<file path="config.mk">
export PLATFORM = sky130hd
export DESIGN_NAME = pwrmode_ctl
export DESIGN_NICKNAME = d
export VERILOG_FILES = /design/src/rtl/pmc_pkg.sv /design/src/rtl/pmc_cfg_regs.sv /design/src/rtl/pmc_prescaler.sv /design/src/rtl/pmc_mode_fsm.sv /design/src/rtl/pwrmode_ctl.sv
export SDC_FILE = /design/constraint.sdc
export NUM_CORES = 1
export LEC_CHECK = 0
export ABC_AREA = 1
export BUFFER_PORTS_ARGS = -buffer_cell sky130_fd_sc_hd__buf_2
export CAP_MARGIN = 20
export CELL_PAD_IN_SITES_DETAIL_PLACEMENT = 0
export CELL_PAD_IN_SITES_GLOBAL_PLACEMENT = 1
export CORE_AREA = 2 2 64 48
export DETAILED_ROUTE_END_ITERATION = 8
export DIE_AREA = 0 0 66 50
export GPL_ROUTABILITY_DRIVEN = 0
export GPL_TIMING_DRIVEN = 0
export PLACE_DENSITY_LB_ADDON = 0.1
export SLEW_MARGIN = 40
export SYNTH_ARGS = -nofsm -noshare
export SYNTH_HDL_FRONTEND = slang
export SYNTH_SLANG_ARGS = --single-unit
</file>
<file path="constraint.sdc">
create_clock -name clk -period 2.4 [get_ports clk]
set_clock_uncertainty 0.15 [all_clocks]
set_input_delay 0.12 -clock clk [delete_from_list [all_inputs] [get_ports clk]]
set_output_delay 0.12 -clock clk [all_outputs]
set_load 0.03 [all_outputs]
</file>
<file path="src/rtl/pmc_pkg.sv">
package pmc_pkg;
  localparam int DIV_W = 3;
  localparam int PSC_W = 5;

  typedef enum logic [2:0] {
    M_RESET  = 3'd0,
    M_HIGH   = 3'd1,
    M_MED    = 3'd2,
    M_SLEEP  = 3'd3,
    M_SWSTBY = 3'd4,
    M_HWSTBY = 3'd5
  } pmc_mode_e;
endpackage

</file>
<file path="src/rtl/pmc_cfg_regs.sv">
module pmc_cfg_regs #(
  parameter int DIV_W = 3
) (
  input  logic             clk,
  input  logic             clr_i,
  input  logic             we_i,
  input  logic [DIV_W-1:0] div_i,
  input  logic             stby_i,
  input  logic             lson_i,
  input  logic             wsel_i,
  input  logic             apply_i,
  output logic [DIV_W-1:0] div_pend_o,
  output logic [DIV_W-1:0] div_act_o,
  output logic             stby_o,
  output logic             lson_o,
  output logic             wsel_o,
  output logic             restart_o
);
  logic [DIV_W-1:0] pend_q, act_q;
  logic             stby_q, lson_q, wsel_q;

  always_ff @(posedge clk) begin
    if (clr_i) begin
      pend_q <= '0;
      act_q  <= '0;
      stby_q <= 1'b0;
      lson_q <= 1'b0;
      wsel_q <= 1'b0;
    end else begin
      if (we_i) begin
        pend_q <= div_i;
        stby_q <= stby_i;
        lson_q <= lson_i;
        wsel_q <= wsel_i;
      end
      if (apply_i) act_q <= pend_q;
    end
  end

  // prescaler restarts only when the active ratio really changes
  assign restart_o  = apply_i && (pend_q != act_q);
  assign div_pend_o = pend_q;
  assign div_act_o  = act_q;
  assign stby_o     = stby_q;
  assign lson_o     = lson_q;
  assign wsel_o     = wsel_q;

  a_r5_act_stable: assert property (@(posedge clk) disable iff (clr_i)
    !apply_i |=> $stable(act_q));
endmodule

</file>
<file path="src/rtl/pmc_prescaler.sv">
module pmc_prescaler #(
  parameter int DIV_W = 3,
  parameter int PSC_W = 5
) (
  input  logic             clk,
  input  logic             restart_i,
  input  logic [DIV_W-1:0] div_i,
  output logic             tick_o
);
  logic [PSC_W-1:0] cnt_q;
  logic [PSC_W-1:0] mask;

  always_ff @(posedge clk) begin
    if (restart_i) cnt_q <= '0;
    else           cnt_q <= cnt_q + 1'b1;
  end

  // bit i of the mask is set when the ratio exponent exceeds i;
  // selects above PSC_W saturate to the full prescaler width
  for (genvar i = 0; i < PSC_W; i++) begin : g_mask
    assign mask[i] = (int'(div_i) > i);
  end

  assign tick_o = ((cnt_q & mask) == mask);
endmodule

</file>
<file path="src/rtl/pmc_mode_fsm.sv">
module pmc_mode_fsm
  import pmc_pkg::*;
#(
  parameter int DIV_W = 3
) (
  input  logic             clk,
  input  logic             res_n,
  input  logic             hwstby_n,
  input  logic             wdt_ovf,
  input  logic             sleep_req,
  input  logic             irq_any,
  input  logic             irq_ext,
  input  logic             bus_end,
  input  logic             stby_i,
  input  logic             lson_i,
  input  logic             wsel_i,
  input  logic [DIV_W-1:0] div_pend_i,
  output pmc_mode_e        mode_o,
  output logic             apply_o,
  output logic             clr_o
);
  pmc_mode_e mode_q, mode_d;
  pmc_mode_e run_target;
  logic      go_sleep, go_swstby;

  assign run_target = (div_pend_i == '0) ? M_HIGH : M_MED;
  assign go_sleep   = sleep_req && !lson_i && !stby_i;
  assign go_swstby  = sleep_req && !lson_i && stby_i && !wsel_i;

  always_comb begin
    mode_d  = mode_q;
    apply_o = 1'b0;
    clr_o   = 1'b0;
    if (!hwstby_n) begin
      mode_d = M_HWSTBY;
      clr_o  = 1'b1;
    end else if (!res_n || wdt_ovf) begin
      mode_d = M_RESET;
      clr_o  = 1'b1;
    end else begin
      unique case (mode_q)
        M_RESET:  mode_d = M_HIGH;
        M_HWSTBY: mode_d = M_RESET;
        M_HIGH, M_MED: begin
          if (go_sleep)       mode_d = M_SLEEP;
          else if (go_swstby) mode_d = M_SWSTBY;
          else if (bus_end) begin
            apply_o = 1'b1;
            mode_d  = run_target;
          end
        end
        M_SLEEP: begin
          if (irq_any || irq_ext) begin
            apply_o = 1'b1;
            mode_d  = run_target;
          end
        end
        M_SWSTBY: begin
          if (irq_ext) begin
            apply_o = 1'b1;
            mode_d  = run_target;
          end
        end
        default: mode_d = M_RESET;
      endcase
    end
  end

  always_ff @(posedge clk) mode_q <= mode_d;

  assign mode_o = mode_q;

  a_r10_hwstby_wins: assert property (@(posedge clk) disable iff (!res_n)
    !hwstby_n |=> mode_q == M_HWSTBY);
  a_r1_wdt_reset: assert property (@(posedge clk) disable iff (!res_n)
    (hwstby_n && wdt_ovf) |=> mode_q == M_RESET);
  a_r9_swstby_hold: assert property (@(posedge clk) disable iff (!res_n)
    (mode_q == M_SWSTBY && hwstby_n && !wdt_ovf && !irq_ext) |=> mode_q == M_SWSTBY);
  a_r6_sleep_entry: assert property (@(posedge clk) disable iff (!res_n)
    (mode_q != M_SLEEP && mode_d == M_SLEEP) |-> sleep_req);
endmodule

</file>
<file path="src/rtl/pwrmode_ctl.sv">
module pwrmode_ctl
  import pmc_pkg::*;
(
  input  logic             clk,
  input  logic             res_n,
  input  logic             hwstby_n,
  input  logic             wdt_ovf,
  input  logic             cfg_we,
  input  logic [DIV_W-1:0] cfg_div,
  input  logic             cfg_stby,
  input  logic             cfg_lson,
  input  logic             cfg_wsel,
  input  logic             bus_end,
  input  logic             sleep_req,
  input  logic             irq_any,
  input  logic             irq_ext,
  output logic [2:0]       mode,
  output logic             cpu_ce,
  output logic             per_ce
);
  pmc_mode_e        mode_s;
  logic             apply_s, clr_s, restart_s, tick_s;
  logic [DIV_W-1:0] div_pend_s, div_act_s;
  logic             stby_s, lson_s, wsel_s;

  pmc_mode_fsm #(.DIV_W(DIV_W)) u_fsm (
    .clk(clk), .res_n(res_n), .hwstby_n(hwstby_n), .wdt_ovf(wdt_ovf),
    .sleep_req(sleep_req), .irq_any(irq_any), .irq_ext(irq_ext),
    .bus_end(bus_end), .stby_i(stby_s), .lson_i(lson_s), .wsel_i(wsel_s),
    .div_pend_i(div_pend_s), .mode_o(mode_s), .apply_o(apply_s), .clr_o(clr_s)
  );

  pmc_cfg_regs #(.DIV_W(DIV_W)) u_cfg (
    .clk(clk), .clr_i(clr_s), .we_i(cfg_we), .div_i(cfg_div),
    .stby_i(cfg_stby), .lson_i(cfg_lson), .wsel_i(cfg_wsel),
    .apply_i(apply_s), .div_pend_o(div_pend_s), .div_act_o(div_act_s),
    .stby_o(stby_s), .lson_o(lson_s), .wsel_o(wsel_s), .restart_o(restart_s)
  );

  pmc_prescaler #(.DIV_W(DIV_W), .PSC_W(PSC_W)) u_psc (
    .clk(clk), .restart_i(restart_s || clr_s), .div_i(div_act_s), .tick_o(tick_s)
  );

  assign mode   = mode_s;
  assign cpu_ce = (mode_s == M_HIGH) || ((mode_s == M_MED) && tick_s);
  assign per_ce = (mode_s == M_HIGH) || (mode_s == M_MED) || (mode_s == M_SLEEP);

  a_r2_high_zero_div: assert property (@(posedge clk) disable iff (!res_n)
    mode_s == M_HIGH |-> div_act_s == '0);
  a_r3_med_nonzero_div: assert property (@(posedge clk) disable iff (!res_n)
    mode_s == M_MED |-> div_act_s != '0);
endmodule

</file>
==> reports/summary.txt <==
Global-route wire length before repair - 3680 µm
Peak Freq - 612 MHz
Starting Density - 38.8%
Clock sink total - 17
Final HPWL DP - 1660 µm
H-Tree Depth - 1
Yosys top cell area share - 32.7%
Die area - 3300 µm²
Peak supply drop - 0.366 mV
Die span in x - 66 µm
Die Span Y - 50 µm
Critical path class - reg -> out
Root Buffer - clkbuf_8
Hold path cells - 3
Core Area - 2680 µm²
Hold Vio Cnt, Final - 0
Worst-path fanout max - 5
Final period util - 68.1%
Count of cell types in the netlist - 25
R2R Path End - u_psc.cnt_q[0]
Vias per inst - 4.65
Drt initial violations - 25
Fin. max-slew vios - 0
Grt total ovfl - 0
Initial antenna violation count - 0
Placed cell count - 197
Worst hold endpoint - u_cfg.div_pend_o[0]
Critical R2R Launch - u_fsm.mode_o[1]
Actual slew at the worst max-slew pin - 274 ps
Status - completed
DRT antenna net count - 0
CP required - 2130 ps
CTS Buffer Depth - 2
I/O pins - 20
Worst-skew pair later-pin latency - 250 ps
Finished Cell Area - 1310 µm²
Final setup vio count - 0
Post-CTS Setup Inserts - 0
Leading area contributor after synthesis - dfxtp_1
Detailed-route via count - 972
Mapped Area - 1040 µm²
Gate Count Post-Synth - 142
Cts bufs inserted - 3
PortBufs - 19
Pin count of the biggest net entering global routing - 11
DR pass1 iterations - 4
Worst Reg-to-Reg Cells - 9
Post-DP Area - 1180 µm²
CTS tree - yes
RSZ-0062 raised after global routing - no
Slew HR - 81.7%
Final WS setup - 766 ps
Clock transition at path regs - 70 ps
Avg Inst Size Synth - 7.32 µm²
Sequential share of the synthesized area - 32.7%
Share of cells above drive strength 1 - 27.2%
# Max-Cap Violations - 0
Setup crit start kind - flip-flop
Routed len/inst - 10.3 µm
Arr. time, crit path - 1360 ps
Number of global-route vias before repair - 859
Remaining DRCs - 0
Diodes inserted - 0
Area grow syn2layout - 25.6%
Post-CTS resize count - 0
Ys Warns - 0
CP endpoint kind - output port
Total GRT Usage - 14.4%
Total leakage power - 0.543 nW
Final wirelength - 2160 µm
Nets - 190
Cell Rows - 16
Fin Setup TNS - 0 ps
Power per cell area - 478 nW/µm²
Hold_buf cts - 8
Hold Path Class - in -> reg
Hold Path Origin - cfg_we
Post-route non-filler standard cell count - 209
R2R setup slack - 910 ps
Worst slack at placement - 905 ps
Seq cells post-synth - 17
Tmin final - 1630 ps
Top post-synthesis cells by area - dfxtp_1 (33%), nand2_1 (10%), nand3_1 (7.7%), inv_1 (5.8%), nand2_4 (5.4%)
Syn nets - 158
-- final cells by class --
type | count | area (µm²)
well taps | 36 | 45.0
plain buffers | 2 | 22.5
multi-input cells | 103 | 602
flip-flops and latches | 17 | 340
clock buffers | 3 | 41.3
inverters | 20 | 75.1
fillers | 300 | 1380
clock inverters | 1 | 5.00
repair buffers | 27 | 175
-- worst max path at each step --
stage                          startpoint             end  slack (ps)  cells past startpoint
final                      u_psc.cnt_q[0]          cpu_ce         770                      4
after global routing       u_psc.cnt_q[2]          cpu_ce         650                      4
after CTS                  u_psc.cnt_q[0]          cpu_ce         750                      4
after detailed placement  u_fsm.mode_o[1]  u_psc.cnt_q[0]         910                      9
after global placement    u_fsm.mode_o[0]  u_psc.cnt_q[0]         930                      9
after floorplan           u_fsm.mode_o[1]          cpu_ce         670                      3
-- where the power goes --
| part | total [mW] | switching [mW] | leakage (nW) | internal, mW |
|---|---|---|---|---|
| Sequential | 0.295 | 0.00703 | 0.138 | 0.288 |
| Clock | 0.214 | 0.0991 | 0.0255 | 0.115 |
| Combinational | 0.115 | 0.0692 | 0.380 | 0.0459 |
| Total | 0.624 | 0.175 | 0.543 | 0.449 |
-- synth_stat cells --
cell and n:
a21oi_1 11, a22o_1 1, buf_6 2, dfxtp_1 17, ha_1 1, inv_1 16, inv_2 4, nand2_1 29
nand2_2 1, nand2_4 5, nand3_1 16, nand3_2 2, nand3_4 1, nand3b_1 3, nand4_1 2, nor2_1 8
nor2_2 7, nor2_4 1, nor2_8 1, nor3_1 2, o21ai_0 4, o21ai_1 1, o311ai_1 1, xnor2_1 5
xor2_1 1
-- critical path, stage by stage (launching register included) --
cell and delay [ps]:
dfxtp_1 430, nand4_1 110, a22o_1 220, o21ai_0 140
buf_2 220
-- through the flow --
| stage | hold WS (ps) | total power, mW | util (%) |
|---|---|---|---|
| finish | 18.3 | 0.624 | 48.7 |
| global route | 14.6 | 0.660 | 48.7 |
| CTS | 9.83 | 0.634 | 48.7 |
| detailed placement | 205 | 0.406 | 44.0 |
| global placement | 207 | 0.405 | 44.0 |
| floorplan | 54.2 | 0.375 | - |
-- state kept, by name, summed over array words and instances, names as in the netlist --
signal	flops
u_cfg.wsel_o	1
u_cfg.div_act_o	3
u_fsm.mode_o	3
u_cfg.stby_o	1
u_cfg.div_pend_o	3
u_cfg.lson_o	1
u_psc.cnt_q	5
-- placed cells by master, fill, tap and decap left out, drive strengths merged --
| cell | n |
|---|---|
| nor3 | 2 |
| nand3 | 19 |
| nand3b | 3 |
| o311ai | 1 |
| inv | 20 |
| clkinv | 1 |
| nand4 | 2 |
| a21oi | 11 |
| dlygate4sd3 | 8 |
| nor2 | 17 |
| ha | 1 |
| clkbuf | 3 |
| a22o | 1 |
| dfxtp | 17 |
| xnor2 | 5 |
| nand2 | 35 |
| buf | 21 |
| xor2 | 1 |
| o21ai | 5 |
-- kinds of logic (layout without fill, tap and decap cells) --
logic type	count (synthesis)	after routing	synth area share [%]
DFF	17	17	32.7
xor gates and xnor gates	6	6	5.05
adders and majority gates	1	1	1.20
AOI/OAI and AO/OA	18	18	9.39
buffers and inverters	22	53	9.39
and+or+nand+nor	78	78	42.2
-- routing by layer --
metal  vias to the layer above  part of all wire, %  global-route usage, %
met1                       423                   51                   19.7
met3                         2                  6.3                   4.11
li1                        518                    -                      -
met2                        29                   42                   22.7
met4                         0                 0.51                   3.06
met5                         -                    0                      0
Power figures use the tool's default switching activity.
